## config.mk

```make
export PLATFORM = sky130hd
export DESIGN_NAME = spi_ee_slave
export DESIGN_NICKNAME = d
export VERILOG_FILES = /design/src/rtl/spi_ee_pkg.sv /design/src/rtl/spi_ee_sync.sv /design/src/rtl/spi_ee_link.sv /design/src/rtl/spi_ee_ctrl.sv /design/src/rtl/spi_ee_tx.sv /design/src/rtl/spi_ee_slave.sv
export SDC_FILE = /design/constraint.sdc
export NUM_CORES = 1
export LEC_CHECK = 0
export BUFFER_PORTS_ARGS = -buffer_cell sky130_fd_sc_hd__buf_2
export CORE_ASPECT_RATIO = 0.8
export CORE_MARGIN = 2
export CORE_UTILIZATION = 38
export DETAILED_ROUTE_END_ITERATION = 10
export PLACE_DENSITY = 0.58
export SYNTH_ARGS = -nofsm -noshare
export SYNTH_HDL_FRONTEND = slang
export SYNTH_SLANG_ARGS = --single-unit
```

## constraint.sdc

```tcl
create_clock -name clk -period 2.4 [get_ports clk]
set_clock_uncertainty 0.2 [all_clocks]
set_input_delay 0.36 -clock clk [delete_from_list [all_inputs] [get_ports clk]]
set_output_delay 0.36 -clock clk [all_outputs]
set_load 0.03 [all_outputs]
```

## src/rtl/spi_ee_pkg.sv

```systemverilog
package spi_ee_pkg;
  localparam int BYTE_W = 8;
  localparam int HI_BIT = 3;

  localparam logic [7:0] OP_WR_ENABLE  = 8'h06;
  localparam logic [7:0] OP_WR_DISABLE = 8'h04;
  localparam logic [7:0] OP_STAT_RD    = 8'h05;
  localparam logic [7:0] OP_STAT_WR    = 8'h01;
  localparam logic [7:0] OP_ARRAY_RD   = 8'h03;
  localparam logic [7:0] OP_ARRAY_WR   = 8'h02;
  localparam logic [7:0] HI_MASK       = ~(8'h01 << HI_BIT);

  typedef enum logic [2:0] {
    ST_OPC,
    ST_ADDR,
    ST_RDAT,
    ST_STAT,
    ST_WDAT,
    ST_SRDAT,
    ST_DEAD
  } fe_state_t;
endpackage

```

## src/rtl/spi_ee_sync.sv

```systemverilog
module spi_ee_sync #(
  parameter int          W       = 4,
  parameter int          STAGES  = 2,
  parameter logic [W-1:0] RST_VAL = '0
) (
  input  logic         clk,
  input  logic         rst_n,
  input  logic [W-1:0] d_in,
  output logic [W-1:0] q_out
);
  logic [STAGES-1:0][W-1:0] pipe_q;

  always_ff @(posedge clk or negedge rst_n) begin
    if (!rst_n) begin
      pipe_q <= {STAGES{RST_VAL}};
    end else begin
      pipe_q[0] <= d_in;
      for (int s = 1; s < STAGES; s++) begin
        pipe_q[s] <= pipe_q[s-1];
      end
    end
  end

  assign q_out = pipe_q[STAGES-1];
endmodule

```

## src/rtl/spi_ee_link.sv

```systemverilog
module spi_ee_link #(
  parameter int BYTE_W = 8,
  localparam int CNT_W = $clog2(BYTE_W)
) (
  input  logic              clk,
  input  logic              rst_n,
  input  logic              sck_s,
  input  logic              cs_n_s,
  input  logic              si_s,
  input  logic              hold_n_s,
  output logic              sel_start,
  output logic              sel_end,
  output logic              sel_act,
  output logic              bit_fall,
  output logic              byte_done,
  output logic [BYTE_W-1:0] rx_byte,
  output logic [CNT_W-1:0]  bit_cnt,
  output logic              held
);
  logic              sck_q, cs_q, held_q;
  logic [CNT_W-1:0]  cnt_q, cnt_n;
  logic [BYTE_W-2:0] sh_q, sh_n;
  logic              held_n;
  logic              bit_rise;

  assign sel_start = cs_q & ~cs_n_s;
  assign sel_end   = ~cs_q & cs_n_s;
  assign sel_act   = ~cs_q & ~cs_n_s;
  assign bit_rise  = ~sck_q & sck_s & sel_act & ~held_q;
  assign bit_fall  = sck_q & ~sck_s & sel_act & ~held_q;
  assign byte_done = bit_rise & (cnt_q == CNT_W'(BYTE_W - 1));
  assign rx_byte   = {sh_q, si_s};
  assign bit_cnt   = cnt_q;
  assign held      = held_q;

  always_comb begin
    cnt_n  = cnt_q;
    sh_n   = sh_q;
    held_n = held_q;
    if (!sel_act) begin
      cnt_n  = '0;
      held_n = 1'b0;
    end else begin
      if (!sck_s) begin
        held_n = ~hold_n_s;
      end
      if (bit_rise) begin
        cnt_n = cnt_q + CNT_W'(1);
        sh_n  = {sh_q[BYTE_W-3:0], si_s};
      end
    end
  end

  always_ff @(posedge clk or negedge rst_n) begin
    if (!rst_n) begin
      sck_q  <= 1'b0;
      cs_q   <= 1'b1;
      held_q <= 1'b0;
      cnt_q  <= '0;
      sh_q   <= '0;
    end else begin
      sck_q  <= sck_s;
      cs_q   <= cs_n_s;
      held_q <= held_n;
      cnt_q  <= cnt_n;
      if (bit_rise) begin
        sh_q <= sh_n;
      end
    end
  end
endmodule

```

## src/rtl/spi_ee_ctrl.sv

```systemverilog
module spi_ee_ctrl
  import spi_ee_pkg::*;
#(
  parameter int ADDR_W = 9,
  parameter int PAGE_W = 3,
  localparam int CNT_W = $clog2(BYTE_W)
) (
  input  logic              clk,
  input  logic              rst_n,
  input  logic              sel_start,
  input  logic              sel_end,
  input  logic              byte_done,
  input  logic [BYTE_W-1:0] rx_byte,
  input  logic [CNT_W-1:0]  bit_cnt,
  input  logic              wr_busy,
  output logic              mem_rd_en,
  output logic [ADDR_W-1:0] mem_addr,
  output logic              load_stat,
  output logic              cmd_wen_set,
  output logic              cmd_wen_clr,
  output logic              sr_wr_vld,
  output logic [BYTE_W-1:0] sr_wr_data,
  output logic              wr_byte_vld,
  output logic [ADDR_W-1:0] wr_addr,
  output logic [BYTE_W-1:0] wr_data,
  output logic              wr_commit
);
  fe_state_t         st_q, st_n;
  logic              hi_q, hi_n;
  logic              wmode_q, wmode_n;
  logic              any_q, any_n;
  logic [ADDR_W-1:0] addr_q, addr_n;
  logic [ADDR_W-1:0] full_addr;
  logic [BYTE_W-1:0] op_base;

  assign full_addr  = ADDR_W'({hi_q, rx_byte});
  assign op_base    = rx_byte & HI_MASK;
  assign wr_addr    = addr_q;
  assign wr_data    = rx_byte;
  assign sr_wr_data = rx_byte;

  always_comb begin
    st_n        = st_q;
    hi_n        = hi_q;
    wmode_n     = wmode_q;
    any_n       = any_q;
    addr_n      = addr_q;
    mem_rd_en   = 1'b0;
    mem_addr    = addr_q;
    load_stat   = 1'b0;
    cmd_wen_set = 1'b0;
    cmd_wen_clr = 1'b0;
    sr_wr_vld   = 1'b0;
    wr_byte_vld = 1'b0;
    wr_commit   = 1'b0;
    if (sel_end) begin
      wr_commit = (st_q == ST_WDAT) && any_q && (bit_cnt == '0);
      st_n      = ST_OPC;
      any_n     = 1'b0;
    end else if (sel_start) begin
      st_n  = ST_OPC;
      any_n = 1'b0;
    end else if (byte_done) begin
      unique case (st_q)
        ST_OPC: begin
          if (wr_busy && (rx_byte != OP_STAT_RD)) begin
            st_n = ST_DEAD;
          end else if (rx_byte == OP_STAT_RD) begin
            load_stat = 1'b1;
            st_n      = ST_STAT;
          end else if (rx_byte == OP_WR_ENABLE) begin
            cmd_wen_set = 1'b1;
            st_n        = ST_DEAD;
          end else if (rx_byte == OP_WR_DISABLE) begin
            cmd_wen_clr = 1'b1;
            st_n        = ST_DEAD;
          end else if (rx_byte == OP_STAT_WR) begin
            st_n = ST_SRDAT;
          end else if (op_base == OP_ARRAY_RD) begin
            hi_n    = rx_byte[HI_BIT];
            wmode_n = 1'b0;
            st_n    = ST_ADDR;
          end else if (op_base == OP_ARRAY_WR) begin
            hi_n    = rx_byte[HI_BIT];
            wmode_n = 1'b1;
            st_n    = ST_ADDR;
          end else begin
            st_n = ST_DEAD;
          end
        end
        ST_ADDR: begin
          if (wmode_q) begin
            addr_n = full_addr;
            st_n   = ST_WDAT;
          end else begin
            mem_rd_en = 1'b1;
            mem_addr  = full_addr;
            addr_n    = full_addr + ADDR_W'(1);
            st_n      = ST_RDAT;
          end
        end
        ST_RDAT: begin
          mem_rd_en = 1'b1;
          addr_n    = addr_q + ADDR_W'(1);
        end
        ST_STAT: begin
          load_stat = 1'b1;
        end
        ST_WDAT: begin
          wr_byte_vld = 1'b1;
          any_n       = 1'b1;
          addr_n      = {addr_q[ADDR_W-1:PAGE_W], addr_q[PAGE_W-1:0] + PAGE_W'(1)};
        end
        ST_SRDAT: begin
          sr_wr_vld = 1'b1;
          st_n      = ST_DEAD;
        end
        default: begin
          st_n = ST_DEAD;
        end
      endcase
    end
  end

  always_ff @(posedge clk or negedge rst_n) begin
    if (!rst_n) begin
      st_q    <= ST_OPC;
      hi_q    <= 1'b0;
      wmode_q <= 1'b0;
      any_q   <= 1'b0;
      addr_q  <= '0;
    end else begin
      st_q    <= st_n;
      hi_q    <= hi_n;
      wmode_q <= wmode_n;
      any_q   <= any_n;
      addr_q  <= addr_n;
    end
  end
endmodule

```

## src/rtl/spi_ee_tx.sv

```systemverilog
module spi_ee_tx #(
  parameter int BYTE_W = 8
) (
  input  logic              clk,
  input  logic              rst_n,
  input  logic              sel_act,
  input  logic              held,
  input  logic              bit_fall,
  input  logic              load_mem,
  input  logic              load_stat,
  input  logic [BYTE_W-1:0] stat_in,
  input  logic [BYTE_W-1:0] mem_rdata,
  output logic              so,
  output logic              so_oe
);
  logic              pend_q, pend_n;
  logic              full_q, full_n;
  logic              act_q, act_n;
  logic [BYTE_W-1:0] buf_q, buf_n;
  logic [BYTE_W-1:0] sh_q, sh_n;

  assign so    = sh_q[BYTE_W-1];
  assign so_oe = act_q & sel_act & ~held;

  always_comb begin
    pend_n = 1'b0;
    full_n = full_q;
    act_n  = act_q;
    buf_n  = buf_q;
    sh_n   = sh_q;
    if (!sel_act) begin
      full_n = 1'b0;
      act_n  = 1'b0;
    end else begin
      pend_n = load_mem;
      if (bit_fall) begin
        if (full_q) begin
          sh_n   = buf_q;
          full_n = 1'b0;
          act_n  = 1'b1;
        end else begin
          sh_n = {sh_q[BYTE_W-2:0], 1'b0};
        end
      end
      if (load_stat) begin
        buf_n  = stat_in;
        full_n = 1'b1;
      end
      if (pend_q) begin
        buf_n  = mem_rdata;
        full_n = 1'b1;
      end
    end
  end

  always_ff @(posedge clk or negedge rst_n) begin
    if (!rst_n) begin
      pend_q <= 1'b0;
      full_q <= 1'b0;
      act_q  <= 1'b0;
      buf_q  <= '0;
      sh_q   <= '0;
    end else begin
      pend_q <= pend_n;
      full_q <= full_n;
      act_q  <= act_n;
      buf_q  <= buf_n;
      sh_q   <= sh_n;
    end
  end
endmodule

```

## src/rtl/spi_ee_slave.sv

```systemverilog
module spi_ee_slave
  import spi_ee_pkg::*;
#(
  parameter int ADDR_W      = 9,
  parameter int PAGE_W      = 3,
  parameter int SYNC_STAGES = 2,
  localparam int CNT_W      = $clog2(BYTE_W)
) (
  input  logic              clk,
  input  logic              rst_n,
  input  logic              spi_sck,
  input  logic              spi_cs_n,
  input  logic              spi_si,
  input  logic              spi_hold_n,
  output logic              spi_so,
  output logic              spi_so_oe,
  output logic              mem_rd_en,
  output logic [ADDR_W-1:0] mem_addr,
  input  logic [BYTE_W-1:0] mem_rdata,
  input  logic [BYTE_W-1:0] stat_in,
  input  logic              wr_busy,
  output logic              cmd_wen_set,
  output logic              cmd_wen_clr,
  output logic              sr_wr_vld,
  output logic [BYTE_W-1:0] sr_wr_data,
  output logic              wr_byte_vld,
  output logic [ADDR_W-1:0] wr_addr,
  output logic [BYTE_W-1:0] wr_data,
  output logic              wr_commit
);
  logic [1:0]        rst_pipe_q;
  logic              rst_n_int;
  logic [3:0]        pins_s;
  logic              sck_s, cs_n_s, si_s, hold_n_s;
  logic              sel_start, sel_end, sel_act, bit_fall, byte_done, held;
  logic [BYTE_W-1:0] rx_byte;
  logic [CNT_W-1:0]  bit_cnt;
  logic              load_stat;

  always_ff @(posedge clk or negedge rst_n) begin
    if (!rst_n) begin
      rst_pipe_q <= 2'b00;
    end else begin
      rst_pipe_q <= {rst_pipe_q[0], 1'b1};
    end
  end
  assign rst_n_int = rst_pipe_q[1];

  spi_ee_sync #(
    .W      (4),
    .STAGES (SYNC_STAGES),
    .RST_VAL(4'b0101)
  ) u_sync (
    .clk  (clk),
    .rst_n(rst_n_int),
    .d_in ({spi_sck, spi_cs_n, spi_si, spi_hold_n}),
    .q_out(pins_s)
  );
  assign {sck_s, cs_n_s, si_s, hold_n_s} = pins_s;

  spi_ee_link #(.BYTE_W(BYTE_W)) u_link (
    .clk      (clk),
    .rst_n    (rst_n_int),
    .sck_s    (sck_s),
    .cs_n_s   (cs_n_s),
    .si_s     (si_s),
    .hold_n_s (hold_n_s),
    .sel_start(sel_start),
    .sel_end  (sel_end),
    .sel_act  (sel_act),
    .bit_fall (bit_fall),
    .byte_done(byte_done),
    .rx_byte  (rx_byte),
    .bit_cnt  (bit_cnt),
    .held     (held)
  );

  spi_ee_ctrl #(.ADDR_W(ADDR_W), .PAGE_W(PAGE_W)) u_ctrl (
    .clk        (clk),
    .rst_n      (rst_n_int),
    .sel_start  (sel_start),
    .sel_end    (sel_end),
    .byte_done  (byte_done),
    .rx_byte    (rx_byte),
    .bit_cnt    (bit_cnt),
    .wr_busy    (wr_busy),
    .mem_rd_en  (mem_rd_en),
    .mem_addr   (mem_addr),
    .load_stat  (load_stat),
    .cmd_wen_set(cmd_wen_set),
    .cmd_wen_clr(cmd_wen_clr),
    .sr_wr_vld  (sr_wr_vld),
    .sr_wr_data (sr_wr_data),
    .wr_byte_vld(wr_byte_vld),
    .wr_addr    (wr_addr),
    .wr_data    (wr_data),
    .wr_commit  (wr_commit)
  );

  spi_ee_tx #(.BYTE_W(BYTE_W)) u_tx (
    .clk      (clk),
    .rst_n    (rst_n_int),
    .sel_act  (sel_act),
    .held     (held),
    .bit_fall (bit_fall),
    .load_mem (mem_rd_en),
    .load_stat(load_stat),
    .stat_in  (stat_in),
    .mem_rdata(mem_rdata),
    .so       (spi_so),
    .so_oe    (spi_so_oe)
  );
endmodule

```

==> results.tsv <==
metric	value	unit
peak supply drop	0.570	mV
Initial Util	38.5	%
Crit path required time	1840	ps
root buffer cell	clkbuf_8	
total grt overflow	0	
Hold Path Class	flop to asynchronous set/reset pin	
IO Port Bufs	64	
die extent in y	86.3	µm
Async SR Flop Fraction	100	%
H-tree depth	3	
first-pass GRT wire length	13500	µm
RSZ-0062 raised after global routing	true	
Synth Flop Type	dfrtp_1	
initial antenna violation count	0	
Synth area leaders	dfrtp_1 40%, mux2_2 5.6%, ha_1 4.3%	
Routed WL	8410	µm
failing checks	setup timing	
FF+latch count, synth	57	
floorplan row count	30	
Worst-Skew Late Latency	340	ps
fillers	765	
vias per cell	5.19	
Register-to-Register Path Depth	9	
Worst setup EP type	output port	
Yosys warning total	0	
most common cell after layout, fill and taps aside	buf_2	
worst-path maximum fanout	9	
WL/cell	15.7	µm
first drt pass iteration count	4	
DR vias	2784	
Final setup viols	22	
final hold viol count	0	
cells after synthesis	315	
hpwl dp	5810	µm
Pins Over Slew Limit	0	
number of buffers created by CTS	9	
die area	0.00923	mm²
CP arrival	2080	ps
Synth Cell Area	0.00322	mm²
# nets final	453	
Worst slew margin	62.6	%
Startpoint Class	flop	
DRC violations left	0	
vias in the first global route	2647	
largest net degree at the start of global routing	34	
core footprint	0.00837	mm²
Die Wd	107	µm
1st-iter DRT viols	142	
area delta synth->final	40.9	%
fmax	379	MHz
cell accounting for the most synthesized area	dfrtp_1	
period utilization	110	%
Worst Path Class, Setup	flop to output port	
GR Util All Layers	18.8	%
CTS sink cnt	57	
Worst-path clk slew	60	ps
PnR worst setup slack	-240	ps
post-layout util	54.2	%
fraction of layout cells with a size suffix above 1	47.4	%
status	finished with violations	
CTS max path bufs	2	
CTS tree	built	
synthesized area per cell	10.2	µm²
I/O Pins	65	
register area share after synthesis	44.5	%
Synth cell types	61	
Pwr per Cell Area	569	mW/mm²
post-layout minimum cycle time	2640	ps
maxcap violations	0	
share of the synthesized area in the top cell type	40.4	%
Placer Congestion	0.880	
Place WS	-104	ps
EDFF count, synth	0	
Post-DRT Antenna Nets	0	
worst-margin pin slew	559	ps
Syn Nets	349	
most frequent cells in the layout	48 x buf_2, 47 x dfrtp_1, 39 x buf_4	
Inserted Diodes	0	
Tot Pwr	2.58	mW
leak pwr	2.01	nW
## per-stage QoR
step / hold slack [ps] / instances / TNS, ps / cell area, µm²
finish: 47.2 / 536 / -3300 / 4540
global route: 80.7 / 536 / -4670 / 4540
CTS: 63.8 / 530 / -3050 / 4390
detailed placement: -52.1 / 500 / -754 / 3910
global placement: -53.1 / 500 / -373 / 3910
floorplan: -136 / 315 / -1770 / 3310
## state kept, by name, summed over array words and instances (netlist names)
register	flops
u_tx.buf_q	8
u_link.sck_q	1
u_link.cs_q	1
u_ctrl.wr_addr	9
u_link.sh_q	7
u_tx.sh_q	8
u_tx.full_q	1
u_tx.act_q	1
u_link.held	1
u_ctrl.any_q	1
u_sync.q_out	4
u_link.bit_cnt	3
u_sync.pipe_q	4
u_ctrl.st_q	3
u_tx.pend_q	1
u_ctrl.wmode_q	1
rst_pipe_q	2
u_ctrl.hi_q	1
## power breakdown
group	switching [mW]	leakage, nW	internal, mW
Combinational	0.407	1.22	0.290
Sequential	0.0491	0.704	1.04
Clock	0.399	0.0813	0.399
## cell families (layout without fill, tap and decap cells)
group / Yosys count / after routing / synth area share, %
compound gates: 66 / 66 / 14.6
xor+xnor: 9 / 9 / 2.45
fa+ha+maj: 11 / 11 / 4.28
buf+inv: 39 / 148 / 5.64
flops: 57 / 57 / 44.5
mux: 27 / 27 / 9.17
other cells: 1 / 1 / 0.116
simple gates: 105 / 105 / 19.3
## timing repair
| item | in CTS | in global routing |
|---|---|---|
| hold buffers | 5 | 0 |
| pin swaps | 5 | 10 |
| buffers inserted | 9 | 8 |
| hold endpoints to repair | 6 | 0 |
| endpoints found under the setup margin | 24 | 31 |
| gates resized for setup | 53 | 26 |
## path summary, 6_finish.rpt
kind                                 end  slack [ps]       startpoint
max                          mem_addr[7]        -240  u_sync.q_out[2]
min                          u_link.held          50    rst_pipe_q[1]
max reg2reg                u_tx.buf_q[2]         -60      u_link.cs_q
min reg2reg                  u_link.held          50    rst_pipe_q[1]
max in group asynchronous    u_ctrl.hi_q        1400    rst_pipe_q[1]
min in group clk           u_tx.buf_q[5]          90       stat_in[5]
## layer usage
metal | share of wire (%) | track usage (%) | up-vias
met1 | 50 | 27.4 | 1355
met2 | 45 | 27.9 | 71
met3 | 4.7 | 4.21 | 8
met5 | 0 | 0 | -
li1 | - | - | 1350
met4 | 1.1 | 6.02 | 0
## worst max-delay path, stage by stage (launching register included)
cell,delay [ps]
dfstp_2,550
inv_4,50
ha_4,150
and4bb_2,250
nand4_1,120
buf_12,160
mux2_4,320
buf_6,140
## cell type report
class	instances	area [µm²]	area share [%]
Clock buffer	11	141	3.12
Tap cell	112	140	3.09
Clock inverter	5	32.5	0.717
Sequential cell	57	1440	31.7
Multi-Input combinational cell	219	1830	40.4
Inverter	15	63.8	1.41
Timing Repair Buffer	117	886	19.5
## synth_stat cells, drive strengths merged, types with 6 or more instances
| cell | number |
|---|---|
| xnor2 | 6 |
| dfrtp | 52 |
| nand3b | 6 |
| o21ai | 17 |
| nor2 | 20 |
| nand2 | 17 |
| clkbuf | 12 |
| mux2i | 10 |
| or2 | 10 |
| o221a | 8 |
| buf | 12 |
| ha | 11 |
| mux2 | 17 |
| inv | 14 |
| a21oi | 17 |
| nor3 | 6 |
Note: power is estimated with default switching activity, not from simulation.
